$ cat config.mk
export PLATFORM = sky130hd
export DESIGN_NAME = fma_addend_align
export DESIGN_NICKNAME = d
export VERILOG_FILES = /design/src/rtl/fmaa_pkg.sv /design/src/rtl/fmaa_pp_csa.sv /design/src/rtl/fmaa_c_shift.sv /design/src/rtl/fmaa_merge.sv /design/src/rtl/fma_addend_align.sv
export SDC_FILE = /design/constraint.sdc
export NUM_CORES = 2
export LEC_CHECK = 0
export ABC_CLOCK_PERIOD_IN_PS = 19250
export BUFFER_PORTS_ARGS = -buffer_cell sky130_fd_sc_hd__buf_2
export CAP_MARGIN = 20
export CORE_MARGIN = 5
export CORE_UTILIZATION = 50
export DETAILED_ROUTE_END_ITERATION = 12
export PLACE_DENSITY = 0.74
export SLEW_MARGIN = 10
export SYNTH_ARGS = -nofsm -noshare
export SYNTH_HDL_FRONTEND = slang
export SYNTH_SLANG_ARGS = --single-unit
export TNS_END_PERCENT = 10
$ cat constraint.sdc
create_clock -name clk -period 19.25 [get_ports clk]
set_input_delay 0.9625 -clock clk [delete_from_list [all_inputs] [get_ports clk]]
set_output_delay 0.9625 -clock clk [all_outputs]
set_load 0.005 [all_outputs]
$ cat src/rtl/fmaa_pkg.sv
package fmaa_pkg;

    // Where the aligned addend falls relative to the sum window
    typedef enum logic [1:0] {
        ALN_WINDOW = 2'd0,  // fully inside, no bits lost
        ALN_SPILL  = 2'd1,  // low addend bits fall below bit 0
        ALN_DROP   = 2'd2   // addend above product: product discarded
    } aln_zone_e;

endpackage

$ cat src/rtl/fmaa_pp_csa.sv
// Product of two P-bit significands kept as a carry-save pair.
// Linear array of 3:2 rows; every vector stays below 2^(2P), so the
// bit shifted off the top of each carry vector is always zero.
module fmaa_pp_csa #(
    parameter int P = 24
) (
    input  logic [P-1:0]   a_i,
    input  logic [P-1:0]   b_i,
    output logic [2*P-1:0] ps_o,
    output logic [2*P-1:0] pc_o
);
    localparam int PW = 2 * P;

    logic [PW-1:0] pp [P];
    logic [PW-1:0] st [1:P-1];
    logic [PW-1:0] ct [1:P-1];

    for (genvar gi = 0; gi < P; gi++) begin : g_pp
        assign pp[gi] = b_i[gi] ? (PW'(a_i) << gi) : '0;
    end

    assign st[1] = pp[0];
    assign ct[1] = pp[1];

    for (genvar gr = 2; gr < P; gr++) begin : g_row
        assign st[gr] = st[gr-1] ^ ct[gr-1] ^ pp[gr];
        assign ct[gr] = ((st[gr-1] & ct[gr-1]) | (st[gr-1] & pp[gr])
                       | (ct[gr-1] & pp[gr])) << 1;
    end

    assign ps_o = st[P-1];
    assign pc_o = ct[P-1];

endmodule

$ cat src/rtl/fmaa_c_shift.sv
// Addend alignment from exponents only: LSB of C goes to window bit P-d,
// clamped to [-P, 2P]. Bits below bit 0 feed the sticky flag.
module fmaa_c_shift
    import fmaa_pkg::*;
#(
    parameter int P  = 24,
    parameter int EW = 8
) (
    input  logic [P-1:0]    c_i,
    input  logic [EW-1:0]   ea_i,
    input  logic [EW-1:0]   eb_i,
    input  logic [EW-1:0]   ec_i,
    input  logic            sub_i,
    output logic [3*P+1:0]  cal_o,
    output logic            lost_o,
    output aln_zone_e       zone_o
);
    localparam int SW  = 3 * P + 2;
    localparam int XW  = 4 * P;
    localparam int SHW = $clog2(3 * P + 1);

    int              diff;
    int              pos;
    int              posc;
    logic [SHW-1:0]  sh;
    logic [XW-1:0]   ext;
    logic [SW-1:0]   win;

    always_comb begin
        diff = int'(ea_i) + int'(eb_i) - int'(ec_i);
        pos  = P - diff;
        if (pos > 2 * P) begin
            posc   = 2 * P;
            zone_o = ALN_DROP;
        end else if (pos < 0) begin
            posc   = (pos < -P) ? -P : pos;
            zone_o = ALN_SPILL;
        end else begin
            posc   = pos;
            zone_o = ALN_WINDOW;
        end
        sh     = SHW'(posc + P);
        ext    = XW'(c_i) << sh;
        win    = SW'(ext[XW-1:P]);
        lost_o = |ext[P-1:0];
        cal_o  = sub_i ? ~win : win;
    end

endmodule

$ cat src/rtl/fmaa_merge.sv
// 3:2 row over the lower 2P bits (product pair + aligned addend), a 2P-bit
// carry-propagate add, and an increment-only upper part.
module fmaa_merge #(
    parameter int P = 24
) (
    input  logic [2*P-1:0] ps_i,
    input  logic [2*P-1:0] pc_i,
    input  logic [3*P+1:0] cal_i,
    input  logic           inj_i,
    output logic [3*P+1:0] sum_o,
    output logic [1:0]     lo_cout_o
);
    localparam int PW = 2 * P;
    localparam int UW = P + 2;

    logic [PW-1:0] s3;
    logic [PW-1:0] mj;
    logic [PW:0]   c3;
    logic [PW+1:0] lo;
    logic [UW-1:0] up;

    always_comb begin
        s3 = ps_i ^ pc_i ^ cal_i[PW-1:0];
        mj = (ps_i & pc_i) | (ps_i & cal_i[PW-1:0]) | (pc_i & cal_i[PW-1:0]);
        c3 = (PW+1)'(mj) << 1;
        lo = (PW+2)'(s3) + (PW+2)'(c3) + (PW+2)'(inj_i);
        up = cal_i[3*P+1:PW] + UW'(lo[PW]);
        sum_o     = {up, lo[PW-1:0]};
        lo_cout_o = lo[PW+1:PW];
    end

endmodule

$ cat src/rtl/fma_addend_align.sv
module fma_addend_align
    import fmaa_pkg::*;
#(
    parameter int P  = 24,
    parameter int EW = 8
) (
    input  logic             clk,
    input  logic             rst_n,
    input  logic [P-1:0]     a_sig,
    input  logic [P-1:0]     b_sig,
    input  logic [P-1:0]     c_sig,
    input  logic [EW-1:0]    a_exp,
    input  logic [EW-1:0]    b_exp,
    input  logic [EW-1:0]    c_exp,
    input  logic             sub_c,
    output logic [3*P+1:0]   sum_o,
    output logic             sticky_o
);
    localparam int SW = 3 * P + 2;
    localparam int PW = 2 * P;

    typedef struct packed {
        logic [SW-1:0] sum;
        logic          sticky;
    } res_t;

    logic [PW-1:0] ps, pc, ps_m, pc_m;
    logic [SW-1:0] cal, msum;
    logic          lost;
    logic [1:0]    lo_cout;
    aln_zone_e     zone;
    res_t          res_d, res_q;

    fmaa_pp_csa #(.P(P)) u_pp (
        .a_i (a_sig),
        .b_i (b_sig),
        .ps_o(ps),
        .pc_o(pc)
    );

    fmaa_c_shift #(.P(P), .EW(EW)) u_shift (
        .c_i   (c_sig),
        .ea_i  (a_exp),
        .eb_i  (b_exp),
        .ec_i  (c_exp),
        .sub_i (sub_c),
        .cal_o (cal),
        .lost_o(lost),
        .zone_o(zone)
    );

    fmaa_merge #(.P(P)) u_merge (
        .ps_i     (ps_m),
        .pc_i     (pc_m),
        .cal_i    (cal),
        .inj_i    (sub_c),
        .sum_o    (msum),
        .lo_cout_o(lo_cout)
    );

    always_comb begin
        ps_m = (zone == ALN_DROP) ? '0 : ps;
        pc_m = (zone == ALN_DROP) ? '0 : pc;
        res_d.sum    = msum;
        res_d.sticky = lost | ((zone == ALN_DROP) && (a_sig != '0) && (b_sig != '0));
    end

    always_ff @(posedge clk) begin
        if (!rst_n) res_q <= '0;
        else        res_q <= res_d;
    end

    assign sum_o    = res_q.sum;
    assign sticky_o = res_q.sticky;

    AST_ADD_NO_SIGN: assert property (@(posedge clk) disable iff (!rst_n)
        $past(!sub_c) |-> !sum_o[SW-1]);
    AST_DROP_STICKY: assert property (@(posedge clk) disable iff (!rst_n)
        $past(zone == ALN_DROP) |-> (sticky_o == $past((a_sig != '0) && (b_sig != '0))));
    AST_ZERO_ADDEND: assert property (@(posedge clk) disable iff (!rst_n)
        $past((c_sig == '0) && (zone != ALN_DROP)) |->
        (sum_o == SW'($past(a_sig)) * SW'($past(b_sig))));
    AST_LOW_CARRY_BOUND: assert property (@(posedge clk) disable iff (!rst_n)
        lo_cout[1] == 1'b0);
    AST_NO_STICKY_IN_WINDOW: assert property (@(posedge clk) disable iff (!rst_n)
        $past(zone == ALN_WINDOW) |-> !sticky_o);

endmodule

Word-level counts from Yosys, hierarchy flattened
Index checks and enable logic that the tools add are counted.
{"block": "classes", "add_sub_neg": 7, "magnitude_cmp": 3, "n_eq_ne": 1, "shifts": 1, "muxes": 32, "n_bitwise": 163, "n_reduce_logical": 5}
{"cell": "47-bit AND", "n": 57}
{"cell": "47-bit bitwise OR", "n": 44}
{"cell": "48-bit bitwise XOR", "n": 24}
{"cell": "48-bit AND", "n": 3}
{"cell": "48-bit two-way mux", "n": 2}
{"cell": "48-bit bitwise OR", "n": 2}
{"cell": "24-bit by 7-bit left shift with 96-bit output", "n": 1}
{"cell": "47-bit by 43-bit AND with 47-bit output", "n": 2}
{"cell": "47-bit by 44-bit AND with 47-bit output", "n": 2}
{"cell": "47-bit by 45-bit AND with 47-bit output", "n": 2}
{"cell": "47-bit by 46-bit AND with 47-bit output", "n": 2}
{"cell": "74-bit two-way mux", "n": 1}
{"cell": "72-bit inverter with 74-bit output", "n": 1}
{"cell": "48-bit by 49-bit adder with 49-bit output", "n": 1}
{"cell": "49-bit by 1-bit adder with 49-bit output", "n": 1}
{"cell": "24-bit nonzero test", "n": 2}
{"cell": "48-bit by 26-bit bitwise XOR with 48-bit output", "n": 1}
{"cell": "48-bit by 27-bit bitwise XOR with 48-bit output", "n": 1}
{"cell": "48-bit by 28-bit bitwise XOR with 48-bit output", "n": 1}
{"cell": "48-bit by 29-bit bitwise XOR with 48-bit output", "n": 1}
{"cell": "48-bit by 30-bit bitwise XOR with 48-bit output", "n": 1}
{"cell": "48-bit by 31-bit bitwise XOR with 48-bit output", "n": 1}
{"cell": "48-bit by 32-bit bitwise XOR with 48-bit output", "n": 1}
{"cell": "48-bit by 33-bit bitwise XOR with 48-bit output", "n": 1}
{"cell": "other kinds (54)", "n": 57}
{"block": "totals", "ff_bits": 75, "elab_cells": 214}

Logic depth before layout (Yosys ltp)
{"block": "depth", "ltp_word": 74, "mapped_depth": 57, "depth_no_buf": 50}

By module
From an unflattened synthesis, not the netlist that was laid out.
{"block": "hier_totals", "hier_cells": 2876, "area_unflattened_um2": 26289.0}
{"module": "fmaa_pp_csa", "instances": 1, "cells_per_inst": 1294, "area_per_inst_um2": 13953.4}
{"module": "fmaa_c_shift", "instances": 1, "cells_per_inst": 769, "area_per_inst_um2": 5281.3}
{"module": "fmaa_merge", "instances": 1, "cells_per_inst": 528, "area_per_inst_um2": 4261.6}
{"module": "fma_addend_align", "instances": 1, "cells_per_inst": 285, "area_per_inst_um2": 2792.7}

Worst setup path before layout
Ideal clock, no wire load.
{"block": "synth_path", "kind": "input-to-reg", "startpoint": "input a_sig[21]", "endpoint": "register res_q, in the netlist sum_o[58]", "setup_time_ps": 72, "arrival_time_ps": 16102, "t_required_ps": 19178, "setup_slack_ps": 3076, "path_stages": 45, "path_buffers": 3, "cell_sequence": "clkbuf_1 > clkbuf_1 > nand2_1 > fa_1 > fa_1 > fa_1 > fa_1 > fa_1 > fa_1 > fa_1 > fa_1 > fa_1 > fa_1 > fa_1 > fa_1 > fa_1 > fa_1 > fa_1 > [9 not listed] > fa_1 > inv_1 > ha_1 > a2111o_1 > a2111o_1 > o211a_1 > a221o_1 > a41oi_1 > a211oi_1 > o31ai_1 > o21ai_0 > ha_1 > ha_1 > and2_1 > buf_2 > o211a_1 > a211oi_1 > mux2i_1"}
{"block": "synth_between", "elab_chain_len": 74, "elab_cells_between_ends": 190}
{"item": "from (decl)", "line": "fma_addend_align.sv:9", "rtl": "input logic [P-1:0] a_sig,"}
{"item": "24-bit two-way mux, or another cell as far along", "line": "fmaa_pp_csa.sv:19", "rtl": "assign pp[gi] = b_i[gi] ? (PW'(a_i) << gi) : '0;"}
{"item": "47-bit AND", "line": "fmaa_pp_csa.sv:27", "rtl": "assign ct[gr] = ((st[gr-1] & ct[gr-1]) | (st[gr-1] & pp[gr])"}
{"item": "47-bit bitwise OR", "line": "fmaa_pp_csa.sv:27"}
{"item": "47-bit bitwise OR", "line": "fmaa_pp_csa.sv:28", "rtl": "| (ct[gr-1] & pp[gr])) << 1;"}
{"item": "47-bit AND", "line": "fmaa_pp_csa.sv:27"}
{"item": "47-bit bitwise OR", "line": "fmaa_pp_csa.sv:27"}
{"item": "47-bit bitwise OR", "line": "fmaa_pp_csa.sv:28"}
{"item": "47-bit AND", "line": "fmaa_pp_csa.sv:27"}
{"item": "[57 not listed]"}
{"item": "47-bit bitwise OR", "line": "fmaa_pp_csa.sv:27"}
{"item": "47-bit bitwise OR", "line": "fmaa_pp_csa.sv:28"}
{"item": "48-bit two-way mux", "line": "fma_addend_align.sv:63", "rtl": "pc_m = (zone == ALN_DROP) ? '0 : pc;"}
{"item": "48-bit AND", "line": "fmaa_merge.sv:24", "rtl": "mj = (ps_i & pc_i) | (ps_i & cal_i[PW-1:0]) | (pc_i & cal_i[PW-1:0]);"}
{"item": "48-bit bitwise OR (2 in series)", "line": "fmaa_merge.sv:24"}
{"item": "48-bit by 49-bit adder with 49-bit output (*)", "line": "fmaa_merge.sv:26", "rtl": "lo = (PW+2)'(s3) + (PW+2)'(c3) + (PW+2)'(inj_i);"}
{"item": "49-bit by 1-bit adder with 49-bit output (*)", "line": "fmaa_merge.sv:26"}
{"item": "26-bit by 1-bit adder with 26-bit output (*)", "line": "fmaa_merge.sv:27", "rtl": "up = cal_i[3*P+1:PW] + UW'(lo[PW]);"}
{"item": "to (signal assigned)", "line": "fma_addend_align.sv:70", "rtl": "else res_q <= res_d;"}
{"item": "to (decl)", "line": "fma_addend_align.sv:32", "rtl": "res_t res_d, res_q;"}
Every way passes the cells marked *; elsewhere a longest branch is shown, timed or not.
A chain may end at the register's enable or synchronous reset.

Worst setup path after layout
{"block": "layout_path", "startpoint": "input b_sig[0]", "endpoint": "register res_q, in the netlist sum_o[58]"}
{"block": "layout_between", "elab_chain_len": 74, "elab_cells_between_ends": 166}
{"item": "from (decl)", "line": "fma_addend_align.sv:10", "rtl": "input logic [P-1:0] b_sig,"}
{"item": "24-bit two-way mux (*)", "line": "fmaa_pp_csa.sv:19"}
{"item": "47-bit AND", "line": "fmaa_pp_csa.sv:27"}
{"item": "47-bit bitwise OR", "line": "fmaa_pp_csa.sv:27"}
{"item": "47-bit bitwise OR", "line": "fmaa_pp_csa.sv:28"}
{"item": "47-bit AND", "line": "fmaa_pp_csa.sv:27"}
{"item": "47-bit bitwise OR", "line": "fmaa_pp_csa.sv:27"}
{"item": "47-bit bitwise OR", "line": "fmaa_pp_csa.sv:28"}
{"item": "47-bit AND", "line": "fmaa_pp_csa.sv:27"}
{"item": "[57 not listed]"}
{"item": "47-bit bitwise OR", "line": "fmaa_pp_csa.sv:27"}
{"item": "47-bit bitwise OR", "line": "fmaa_pp_csa.sv:28"}
{"item": "48-bit two-way mux", "line": "fma_addend_align.sv:63"}
{"item": "48-bit AND", "line": "fmaa_merge.sv:24"}
{"item": "48-bit bitwise OR (2 in series)", "line": "fmaa_merge.sv:24"}
{"item": "48-bit by 49-bit adder with 49-bit output (*)", "line": "fmaa_merge.sv:26"}
{"item": "49-bit by 1-bit adder with 49-bit output (*)", "line": "fmaa_merge.sv:26"}
{"item": "26-bit by 1-bit adder with 26-bit output (*)", "line": "fmaa_merge.sv:27"}
Marks and branches as above.

==> results.md <==
- Status: finished clean
- Final worst setup slack: 2.697 ns
- CTS sink count: 75
- CP arrival: 16.85 ns
- Hold WC Path Type: in -> reg
- Layout cells sized above 1: slightly above 10%
- Area of the multi-input gates: roughly 22000 µm²
- Max-slew violations: 0
- Slowest CP cell: fa_1
- Setup crit end kind: flop
- CTS H-tree depth: 3
- Vias in the first global route: roughly 20000
- Critical path endpoint: sum_o[58]$_SDFF_PN0_
- Overflow after GRT: 0
- Cells after synthesis: around 2800
- Post-synthesis sequential area ratio: 6.055%
- Min Tclk post-route: around 17 ns
- Multiplexer share of the synthesized area: 2.286%
- Worst Path Max Fanout: 25
- # setup viols final: 0
- Startpoint types: input port
- GP Congestion: roughly 0.97
- Synth top area share: 43.03%
- Final period utilization: 85.99%
- DRC: 0
- Hold Vio Cnt, Final: 0
- Num CTS Buffers: 9
- Syn avg cell area: 8.942 µm²
- DIE AREA: ~54000 µm²
- Initial antenna violation count: 9
- Clk slew on worst S/H paths: ~0.070 ns
- Simple-gate portion of the synthesized area: 19.69%
- Adder-cell share of the synthesized area: about half
- Post-Syn Nets: between 3000 and 4000
- CP most frequent cell: fa_1
- First-pass DRT Iterations: 6
- Largest net degree at the start of global routing: between 60 and 70
- IO Port Bufs: between 150 and 200
- Drt wl/cell: 18.81 µm
- Post-synth ARST share: 0%
- Largest family of logic cells by synthesized area: adder cells
- Hold Buf Count CTS: 0
- Slew @ Worst Pin: 1.070 ns
- CTS tree: done
- Fillers: about 4700
- Commonest non-fill, non-tap cell in the layout: nand2_1
- HPWL after DPL: roughly 54000 µm
- Total Wirelength: 64680 µm
- First-pass GRT wire length: 107200 µm
- Vias/cell: approximately 5.9
- Area delta synth->final: 5.106%
- DR vias: around 20000
- Post-DRT Antenna Nets: 0
- Crit. Startpoint: b_sig[0]
- Global-route usage over all layers: approximately a quarter
- Netlist Area Pre-Place: between 20000 and 25000 µm²
- Pre-CTS setup slack: roughly 2.4 ns
- Die Y: approximately 230 µm
- First DRT Iteration DRCs: between 1500 and 2000
- Dominant synthesized flop cell: dfxtp_1
- Max_cap viols: 0
- Highest Clock Rate: 60.41 MHz
- Register bit total from synthesis: between 70 and 80
- Core ar.: 49050 µm²
- WHS: 1.101 ns
- Post-CTS setup buffer count: 0
- CTS resizes: 0
- Initial Util: approximately 50%
- Synth Area in Compound Gates: 12.40%
- Area leader, netlist: fa_1
- CP required: around 20 ns
- CTS Root Cell: clkbuf_16
- Max_slew headroom: roughly 29%
- Nets: roughly 3500
- Rows: around 80
- Die Width: about 230 µm
- Register area: approximately 1500 µm²
- Bufs on Longest Clock Path: 2
- Top cells by area, synth: fa_1 43%, nand2_1 9.6%, ha_1 6.2%
- EDFF count, synth: 0
- Unique cell type count in the Yosys netlist: about 110
- Synth Area in XOR/XNOR: under 10%
- IO Count: approximately 170
- Slowest stage delay, CP: 0.54 ns
- Crit path kind: in -> reg
- RSZ-0062 raised after global routing: no
- Setup TNS: 0 ns
- Most frequent cells in the layout: 633 x nand2_1, 533 x fa_1, 173 x buf_2
- Synth warnings: 0
-- synthesized netlist by cell type, drive strengths merged (6+ instances only) --
library cell,n
and3,12
clkbuf,186
a21oi,99
o31ai,9
nand3,30
o211ai,13
a211oi,23
fa,533
o21ai,74
nand4,13
nor4,16
a31oi,9
o32ai,8
or3,13
a41oi,6
nor3,28
a32oi,6
mux2,11
nand2b,18
o21a,14
and4,8
o22ai,30
o21bai,9
inv,151
a22oi,18
xnor2,99
mux2i,33
or2,8
a21o,26
buf,23
xor2,29
nor2,159
ha,122
o2111ai,6
a2111oi,7
dfxtp,75
and2,124
nand2,636
-- worst min-delay path by stage --
stage,start,to,slack (ns),cells after the start
final,rst_n,sum_o[58]$_SDFF_PN0_,1.10,3
after global routing,rst_n,sum_o[58]$_SDFF_PN0_,1.13,3
after CTS,rst_n,sum_o[58]$_SDFF_PN0_,1.08,3
after detailed placement,sum_o[72]$_SDFF_PN0_,sum_o[72],1.34,1
after global placement,sum_o[25]$_SDFF_PN0_,sum_o[25],1.34,1
after floorplan,sub_c,sum_o[0]$_SDFF_PN0_,1.19,2
-- critical path, delay by kind of cell --
family / cells / cell delay (ns)
buffers and inverters: 3 / 0.51
adder cells (fa/ha/maj): 26 / 11.64
AND/OR/NAND/NOR: 3 / 0.45
multiplexers: 1 / 0.20
AO/OA/AOI/OAI: 10 / 3.08
-- registers in the layout, indices dropped and copies added, names as in the netlist --
register and count:
sum_o 74, sticky_o 1
-- layer usage --
layer  routed length, µm  up-vias  track usage, %
met5                  34        -               0
met4                1559        6           5.963
met3                4627       93           4.246
met2               30340      628           38.25
met1               28120    10350           35.45
li1                    -     9046               -
-- area by class of cell --
| type | instances | area share (%) |
|---|---|---|
| multi-input cells | 2337 | 83.92 |
| flip-flops and latches | 75 | 5.761 |
| repair buffers | 188 | 3.754 |
| well taps | 664 | 3.188 |
| inverters | 152 | 2.189 |
| clock buffers | 9 | 0.8641 |
| clock inverters | 7 | 0.2688 |
| diodes | 6 | 0.05761 |
-- logic make-up (layout without fill, tap and decap cells) --
group / after synthesis / in the layout
and+or+nand+nor: 1087 / 1087
adders and majority gates: 655 / 655
AOI/OAI and AO/OA: 418 / 418
buffers and inverters: 361 / 356
xor gates and xnor gates: 128 / 128
DFF: 75 / 75
muxes: 49 / 49
other: 0 / 6
-- through the flow --
stage	utilization, %	instance area, µm²	std cells
floorplan	-	24800	2773
global placement	52.50	25750	3416
detailed placement	52.50	25750	3416
CTS	53.10	26050	3432
global route	53.12	26060	3436
finish	53.13	26060	3438
Power is left out: the tool's default activity adds up to more than one toggle a clock period on the data nets, which glitch-free logic cannot reach.
